File: config.mk
export PLATFORM = sky130hd
export DESIGN_NAME = prio_irq_ctrl
export DESIGN_NICKNAME = d
export VERILOG_FILES = /design/src/rtl/prio_irq_pkg.sv /design/src/rtl/prio_irq_req_reg.sv /design/src/rtl/prio_irq_level_stack.sv /design/src/rtl/prio_irq_break_ctl.sv /design/src/rtl/prio_irq_ctrl.sv
export SDC_FILE = /design/constraint.sdc
export NUM_CORES = 1
export LEC_CHECK = 0
export BUFFER_PORTS_ARGS = -buffer_cell sky130_fd_sc_hd__buf_2
export CAP_MARGIN = 20
export CORE_MARGIN = 1
export CORE_UTILIZATION = 45
export DETAILED_ROUTE_END_ITERATION = 6
export GPL_TIMING_DRIVEN = 0
export PLACE_DENSITY = 0.86
export SLEW_MARGIN = 20
export SYNTH_ARGS = -nofsm -noshare
export SYNTH_HDL_FRONTEND = slang
export SYNTH_SLANG_ARGS = --single-unit
File: constraint.sdc
create_clock -name clk_i -period 2.1 [get_ports clk_i]
set_input_delay 0.315 -clock clk_i [delete_from_list [all_inputs] [get_ports clk_i]]
set_output_delay 0.315 -clock clk_i [all_outputs]
set_load 0.005 [all_outputs]
File: src/rtl/prio_irq_pkg.sv
package prio_irq_pkg;
  localparam int NUM_LVL = 8;
  localparam int NUM_HW  = 4;
  localparam int VEC_W   = 15;
  localparam int SW_BASE = 32;  // octal 40

  // control word field positions (bit 0 = MSB)
  localparam int EN_BIT    = 0;
  localparam int REQ_BIT   = 2;
  localparam int RAISE_BIT = REQ_BIT + NUM_LVL;
  localparam int CW_W      = RAISE_BIT + NUM_LVL;

  typedef enum logic [1:0] {
    OP_NONE = 2'd0,
    OP_SET  = 2'd1,
    OP_DBK  = 2'd2,
    OP_SKIP = 2'd3
  } cmd_op_e;
endpackage

File: src/rtl/prio_irq_req_reg.sv
module prio_irq_req_reg #(
  parameter int NLVL = 8,
  parameter int NHW  = 4
) (
  input  logic                    clk_i,
  input  logic                    rst_ni,
  input  logic                    en_i,
  input  logic [NHW-1:0]          hw_req_i,
  input  logic [NLVL-1:0]         set_i,
  input  logic                    clr_vld_i,
  input  logic [$clog2(NLVL)-1:0] clr_lvl_i,
  output logic [NLVL-1:0]         rr_o
);
  logic [NLVL-1:0] rr_q, hw_mask, clr_mask;

  always_comb begin
    hw_mask = '0;
    hw_mask[NHW-1:0] = en_i ? hw_req_i : '0;
    clr_mask = '0;
    if (clr_vld_i) clr_mask[clr_lvl_i] = 1'b1;
  end

  // new requests win over a same-cycle clear
  always_ff @(posedge clk_i or negedge rst_ni)
    if (!rst_ni) rr_q <= '0;
    else         rr_q <= (rr_q & ~clr_mask) | set_i | hw_mask;

  assign rr_o = rr_q;

  p_req_sticky_r5: assert property (@(posedge clk_i) disable iff (!rst_ni)
    !clr_vld_i |=> ((rr_q & $past(rr_q)) == $past(rr_q)));
endmodule

File: src/rtl/prio_irq_level_stack.sv
module prio_irq_level_stack #(
  parameter int NLVL   = 8,
  parameter int PI_LVL = 3
) (
  input  logic                    clk_i,
  input  logic                    rst_ni,
  input  logic                    dbk_i,
  input  logic                    grant_vld_i,
  input  logic [$clog2(NLVL)-1:0] grant_lvl_i,
  input  logic [NLVL-1:0]         raise_sel_i,
  input  logic                    pi_take_i,
  output logic [NLVL-1:0]         clear_o,
  output logic                    dbk_vld_o,
  output logic [$clog2(NLVL)-1:0] dbk_lvl_o
);
  localparam int LW = $clog2(NLVL);

  logic [NLVL-1:0] act_q, act_d, clr;
  logic            top_vld, rz_vld, raise_ok;
  logic [LW-1:0]   top_lvl, rz_lvl;

  // clr[n]: levels 0..n all inactive
  for (genvar g = 0; g < NLVL; g++) begin : g_clr
    if (g == 0) begin : g_first
      assign clr[g] = ~act_q[g];
    end else begin : g_rest
      assign clr[g] = clr[g-1] & ~act_q[g];
    end
  end

  always_comb begin
    top_vld = 1'b0;
    top_lvl = '0;
    rz_vld  = 1'b0;
    rz_lvl  = '0;
    for (int n = NLVL - 1; n >= 0; n--) begin
      if (act_q[n]) begin
        top_vld = 1'b1;
        top_lvl = LW'(n);
      end
      if (raise_sel_i[n]) begin
        rz_vld = 1'b1;
        rz_lvl = LW'(n);
      end
    end
    raise_ok = rz_vld & clr[rz_lvl];

    act_d = act_q;
    if (dbk_i && top_vld) act_d[top_lvl] = 1'b0;
    if (grant_vld_i)      act_d[grant_lvl_i] = 1'b1;
    if (raise_ok)         act_d[rz_lvl] = 1'b1;
    if (pi_take_i)        act_d[PI_LVL] = 1'b1;
  end

  always_ff @(posedge clk_i or negedge rst_ni)
    if (!rst_ni) act_q <= '0;
    else         act_q <= act_d;

  assign clear_o   = clr;
  assign dbk_vld_o = dbk_i & top_vld;
  assign dbk_lvl_o = top_lvl;

  p_grant_marks_r3: assert property (@(posedge clk_i) disable iff (!rst_ni)
    grant_vld_i |=> act_q[$past(grant_lvl_i)]);

  p_dbk_releases_top_r4: assert property (@(posedge clk_i) disable iff (!rst_ni)
    (dbk_i && top_vld && !(pi_take_i && top_lvl == LW'(PI_LVL))
     && !(grant_vld_i && grant_lvl_i == top_lvl))
    |=> !act_q[$past(top_lvl)]);

  p_only_dbk_lowers_r6: assert property (@(posedge clk_i) disable iff (!rst_ni)
    !dbk_i |=> ((act_q & $past(act_q)) == $past(act_q)));
endmodule

File: src/rtl/prio_irq_break_ctl.sv
module prio_irq_break_ctl #(
  parameter int NLVL    = 8,
  parameter int NHW     = 4,
  parameter int VEC_W   = 15,
  parameter int SW_BASE = 32
) (
  input  logic                    clk_i,
  input  logic                    rst_ni,
  input  logic [NLVL-1:0]         elig_i,
  input  logic                    boundary_i,
  input  logic                    ack_i,
  input  logic [NHW*VEC_W-1:0]    hw_vec_i,
  output logic                    brk_req_o,
  output logic [$clog2(NLVL)-1:0] brk_lvl_o,
  output logic [VEC_W-1:0]        brk_vec_o,
  output logic                    grant_vld_o,
  output logic [$clog2(NLVL)-1:0] grant_lvl_o
);
  localparam int LW = $clog2(NLVL);

  logic             req_q, any_elig, grant;
  logic [LW-1:0]    lvl_q, best;
  logic [VEC_W-1:0] vec_tab [NLVL];

  for (genvar g = 0; g < NLVL; g++) begin : g_vec
    if (g < NHW) begin : g_hw
      assign vec_tab[g] = hw_vec_i[g*VEC_W +: VEC_W];
    end else begin : g_sw
      assign vec_tab[g] = VEC_W'(SW_BASE + g - NHW);
    end
  end

  always_comb begin
    best = '0;
    for (int n = NLVL - 1; n >= 0; n--)
      if (elig_i[n]) best = LW'(n);
  end

  assign any_elig = |elig_i;
  assign grant    = req_q & ack_i;

  always_ff @(posedge clk_i or negedge rst_ni)
    if (!rst_ni) begin
      req_q <= 1'b0;
      lvl_q <= '0;
    end else if (grant) begin
      req_q <= 1'b0;
    end else if (req_q && !elig_i[lvl_q]) begin
      req_q <= 1'b0;  // withdrawn: outranked or disabled
    end else if (!req_q && boundary_i && any_elig) begin
      req_q <= 1'b1;
      lvl_q <= best;
    end

  assign brk_req_o   = req_q;
  assign brk_lvl_o   = lvl_q;
  assign brk_vec_o   = req_q ? vec_tab[lvl_q] : '0;
  assign grant_vld_o = grant;
  assign grant_lvl_o = lvl_q;

  p_req_hold_r3: assert property (@(posedge clk_i) disable iff (!rst_ni)
    (req_q && !ack_i && elig_i[lvl_q]) |=> (req_q && $stable(lvl_q)));

  p_ack_drops_r3: assert property (@(posedge clk_i) disable iff (!rst_ni)
    (req_q && ack_i) |=> !req_q);
endmodule

File: src/rtl/prio_irq_ctrl.sv
module prio_irq_ctrl
  import prio_irq_pkg::*;
#(
  parameter int NUM_LVL_P = NUM_LVL,
  parameter int NUM_HW_P  = NUM_HW,
  parameter int VEC_W_P   = VEC_W
) (
  input  logic                         clk_i,
  input  logic                         rst_ni,
  input  logic [NUM_HW_P-1:0]          hw_req_i,
  input  logic [NUM_HW_P*VEC_W_P-1:0]  hw_vec_i,
  input  logic                         cmd_valid_i,
  input  logic [1:0]                   cmd_op_i,
  input  logic [2*NUM_LVL_P+1:0]       cmd_word_i,
  output logic                         skip_o,
  input  logic                         boundary_i,
  output logic                         brk_req_o,
  input  logic                         brk_ack_i,
  output logic [$clog2(NUM_LVL_P)-1:0] brk_lvl_o,
  output logic [VEC_W_P-1:0]           brk_vec_o,
  output logic                         pi_req_o,
  input  logic                         pi_take_i
);
  localparam int LW    = $clog2(NUM_LVL_P);
  localparam int W     = 2 * NUM_LVL_P + 2;
  localparam int RAISE = REQ_BIT + NUM_LVL_P;

  cmd_op_e         op;
  logic            is_set, is_dbk, is_skip, en_q, unused_bit;
  logic [NUM_LVL_P-1:0] set_mask, raise_raw, raise_sel, clr, rr, elig;
  logic            dbk_vld, grant_vld;
  logic [LW-1:0]   dbk_lvl, grant_lvl;

  assign op      = cmd_op_e'(cmd_op_i);
  assign is_set  = cmd_valid_i && op == OP_SET;
  assign is_dbk  = cmd_valid_i && op == OP_DBK;
  assign is_skip = cmd_valid_i && op == OP_SKIP;
  assign unused_bit = cmd_word_i[W-2];

  always_comb begin
    for (int n = 0; n < NUM_LVL_P; n++) begin
      set_mask[n]  = is_set & cmd_word_i[W-1-(REQ_BIT+n)];
      raise_raw[n] = cmd_word_i[W-1-(RAISE+n)];
    end
  end
  assign raise_sel = is_set ? raise_raw : '0;

  always_ff @(posedge clk_i or negedge rst_ni)
    if (!rst_ni)     en_q <= 1'b0;
    else if (is_set) en_q <= cmd_word_i[W-1-EN_BIT];

  prio_irq_req_reg #(.NLVL(NUM_LVL_P), .NHW(NUM_HW_P)) u_req (
    .clk_i, .rst_ni,
    .en_i      (en_q),
    .hw_req_i  (hw_req_i),
    .set_i     (set_mask),
    .clr_vld_i (dbk_vld),
    .clr_lvl_i (dbk_lvl),
    .rr_o      (rr)
  );

  prio_irq_level_stack #(.NLVL(NUM_LVL_P), .PI_LVL(NUM_HW_P - 1)) u_stack (
    .clk_i, .rst_ni,
    .dbk_i       (is_dbk),
    .grant_vld_i (grant_vld),
    .grant_lvl_i (grant_lvl),
    .raise_sel_i (raise_sel),
    .pi_take_i   (pi_take_i),
    .clear_o     (clr),
    .dbk_vld_o   (dbk_vld),
    .dbk_lvl_o   (dbk_lvl)
  );

  assign elig = en_q ? (rr & clr) : '0;

  prio_irq_break_ctl #(
    .NLVL(NUM_LVL_P), .NHW(NUM_HW_P), .VEC_W(VEC_W_P), .SW_BASE(SW_BASE)
  ) u_brk (
    .clk_i, .rst_ni,
    .elig_i      (elig),
    .boundary_i  (boundary_i),
    .ack_i       (brk_ack_i),
    .hw_vec_i    (hw_vec_i),
    .brk_req_o   (brk_req_o),
    .brk_lvl_o   (brk_lvl_o),
    .brk_vec_o   (brk_vec_o),
    .grant_vld_o (grant_vld),
    .grant_lvl_o (grant_lvl)
  );

  assign skip_o   = is_skip & ((cmd_word_i[W-1-EN_BIT] & en_q) | |(raise_raw & clr));
  assign pi_req_o = ~en_q & |hw_req_i;

  p_pi_when_off_r9: assert property (@(posedge clk_i) disable iff (!rst_ni)
    pi_req_o |-> !en_q);

  p_no_brk_disabled_r2: assert property (@(posedge clk_i) disable iff (!rst_ni)
    (!en_q && !brk_req_o) |=> !brk_req_o);
endmodule

==> impl_metrics.ini <==
[run_status]
outcome = complete, no violations

[logic_synthesis]
synthFlopType = dfrtp_1
synth_area_leader_cell = dfrtp_1
synth-simple-area-share = 0.263
synthAdderAreaFrac = 0
avgSynthCellArea_um2 = 8.21
synth_cell_types = 56
synthMuxAreaShare = 0.176
synth-xor-area-share = 0
synth_compound_area_frac = 0.247
netlist_instances = 249
synth_area_mm2 = 0.00204
synthArstFlopShare = 1.00
seq_area_frac_synth = 0.257
syn-num-nets = 339
synth_area_leaders = dfrtp_1 (26%), mux2i_1 (14%), nor2_1 (3.9%), and2_1 (3.7%), nand2_1 (3.5%)
ys_ff_latch = 21
synth_top_family_by_area = simple AND/OR/NAND/NOR gates
synth_top_area_frac = 0.257
ys_warn_count = 0
synth_edf_count = 0

[route]
firstDrtPassIters = 5
ant_nets = 0
vias_per_cell = 5.94
wl_um = 7260
num_vias = 2541
drt_iter0_markers = 122
wl_per_cell_um = 17.0
drc = 0

[hold_path]
hold_path.class = primary input to asynchronous set/reset pin

[placed_design]
numPortBuffers = 109
gp_congestion = 0.900
dp_hpwl_um = 5520
dpl_cell_area_mm2 = 0.00266

[global_routing]
grt_pass1_wl_um = 11400
antenna_found_initial = 0
grt_pass1_vias = 2459
grt_overflow = 0
gr-usage-all-layers = 0.296
grt_start_max_net_pins = 22

[cts]
cts_buffers = 3
cts_tree = yes
root_buffer = clkbuf_8
h-tree-depth = 1
clockBufferDepth = 2
cts.sinks = 21
cts.clk_slew.worst_paths_ns = 0.09
holdBufCountCts = 0
clkLatencyLatePin_ns = 0.26

[layout]
synthToLayoutAreaGrowth_pct = 40.0
multi_input_area_mm2 = 0.00144
final_cell_mix = buf_2 (113), mux2i_1 (28), nor2_1 (21)
fillCellCount = 382
fin_area_mm2 = 0.00286
seqCellArea_um2 = 532
diodes = 0
drive_above_1_share = 0.434
fin_nets = 467
final_common_cell = buf_2

[timing]
post-route-period-util = 0.972
tightest_slew_ns = 0.503
timing.clock.skew_ns = 0.00640
slew_viol_final = 0
rsz0062_at_grt = yes
relSlewSlack = 0.665
final_hold_viol_count = 0
worst_hold_slack_ns = 0.00288
setup_viol = 0
layout_min_cycle_time_ns = 2.04
max_clock_freq_ghz = 0.490
final.setup.tns_ns = 0

[pwr]
intPower_mw = 1.43
peakVddDrop_uv = 507
power_density_mw_per_mm2 = 916
pwr-share-comb = 0.615
switching_share = 0.455
seqPwrFrac = 0.280
clkPwrFrac = 0.105
power.switching_mw = 1.19
p_leak_nw = 1.29

[floorplan]
num_io_pins = 111
dieArea_mm2 = 0.00482
rows = 24
die_h_um = 69.4
die_x_um = 69.4
initial_core_util = 0.470
coreArea_mm2 = 0.00435

[worst_setup_path]
crit_arrival_ns = 1.73
cp-startpoint = u_stack.act_q[2]
r2r-end = u_brk.brk_req_o
crit_path_end = skip_o
cp_max_fo = 4
startpoint_type = flop
criticalPathCategory = flop to output pin
reg2reg_slack_ns = 0.12
rr_worst_depth = 10
r2r-start = u_stack.act_q[2]
endpoint_kind = output pin
worstPathRequired_ns = 1.78

[flow_run]
maxCapViolCount = 0
cells by family (layout without fill, tap and decap cells):
group,after synthesis,count (layout)
buffers and inverters,24,151
flip-flops,21,21
multiplexers,34,34
AND/OR/NAND/NOR,99,99
AO/OA/AOI/OAI,71,71
stage by stage:
step	setup slack (ns)	power [mW]	cells	util
floorplan	0.314	1.64	249	-
global placement	-0.0511	2.08	410	0.610
detailed placement	-0.0394	2.10	410	0.610
CTS	-0.0542	2.46	419	0.637
global route	-0.0657	2.81	428	0.657
finish	0.0594	2.62	428	0.657
power by group through the flow:
stage | clock network [mW] | registers [mW] | logic, mW
after floorplan | 0 | 0.662 | 0.974
after global placement | 0 | 0.721 | 1.36
after detailed placement | 0 | 0.718 | 1.38
after CTS | 0.283 | 0.719 | 1.46
after global routing | 0.297 | 0.755 | 1.76
final | 0.275 | 0.734 | 1.61
cells in the mapped netlist (2+ instances only):
library cell / number
a21oi_1: 11
a221o_1: 2
a222oi_1: 5
a31oi_1: 2
and2_1: 12
and3b_1: 2
buf_2: 2
buf_4: 3
buf_6: 2
clkbuf_1: 6
dfrtp_1: 21
inv_1: 10
mux2_2: 4
mux2i_1: 28
nand2_1: 19
nand2b_1: 4
nand3_1: 7
nand3b_1: 3
nor2_1: 21
nor2b_1: 6
nor3_1: 7
nor3b_1: 2
nor4_1: 3
o2111ai_1: 3
o211ai_1: 6
o21ai_0: 12
o21bai_1: 2
o22ai_1: 11
o31ai_1: 3
o41ai_1: 2
or3_1: 2
or4_4: 2
metal layers:
metal  vias up  global-route usage  wire length [µm]
li1       1209                   -                 -
met1      1173               0.348              2840
met2       137               0.521              3590
met3        22              0.0378               516
met4         0               0.159               305
met5         -                   0                 0
state kept, by name, summed over array words and instances, names as in the netlist:
register and flops:
en_q 1, u_brk.brk_req_o 1, u_stack.act_q 8, u_req.rr_o 8
u_brk.brk_lvl_o 3
worst min-delay path by stage:
stage | depth (start not counted) | startpoint | endpoint | slack, ns
after floorplan | 0 | rst_ni | en_q | 0.02
after global placement | 1 | rst_ni | u_stack.act_q[1] | 0.30
after detailed placement | 1 | rst_ni | u_stack.act_q[1] | 0.31
after CTS | 1 | rst_ni | u_req.rr_o[3] | 0.02
after global routing | 1 | rst_ni | u_req.rr_o[3] | 0.04
final | 1 | rst_ni | u_req.rr_o[3] | 0.003
cell type report:
type	count	share of cell area
buffer	13	0.0297
inverter	10	0.0131
multi-input combinational	204	0.503
timing repair buffer	124	0.230
tap	52	0.0227
sequential	21	0.186
clock buffer	3	0.0144
clock inverter	1	0.00175
worst max-delay path: stages, from the launching register on:
cell,delay [ns]
dfrtp_2,0.43
nor3_4,0.21
buf_6,0.14
nand2_4,0.06
nor3_4,0.18
a222oi_1,0.14
a31oi_1,0.17
buf_2,0.13
timing repair:
item,in CTS,in global routing
pin swaps,1,4
gates cloned,0,0
buffers inserted,6,9
gates resized for setup,10,8
endpoints found under the setup margin,16,13
Note: power is estimated with default switching activity, not from simulation.
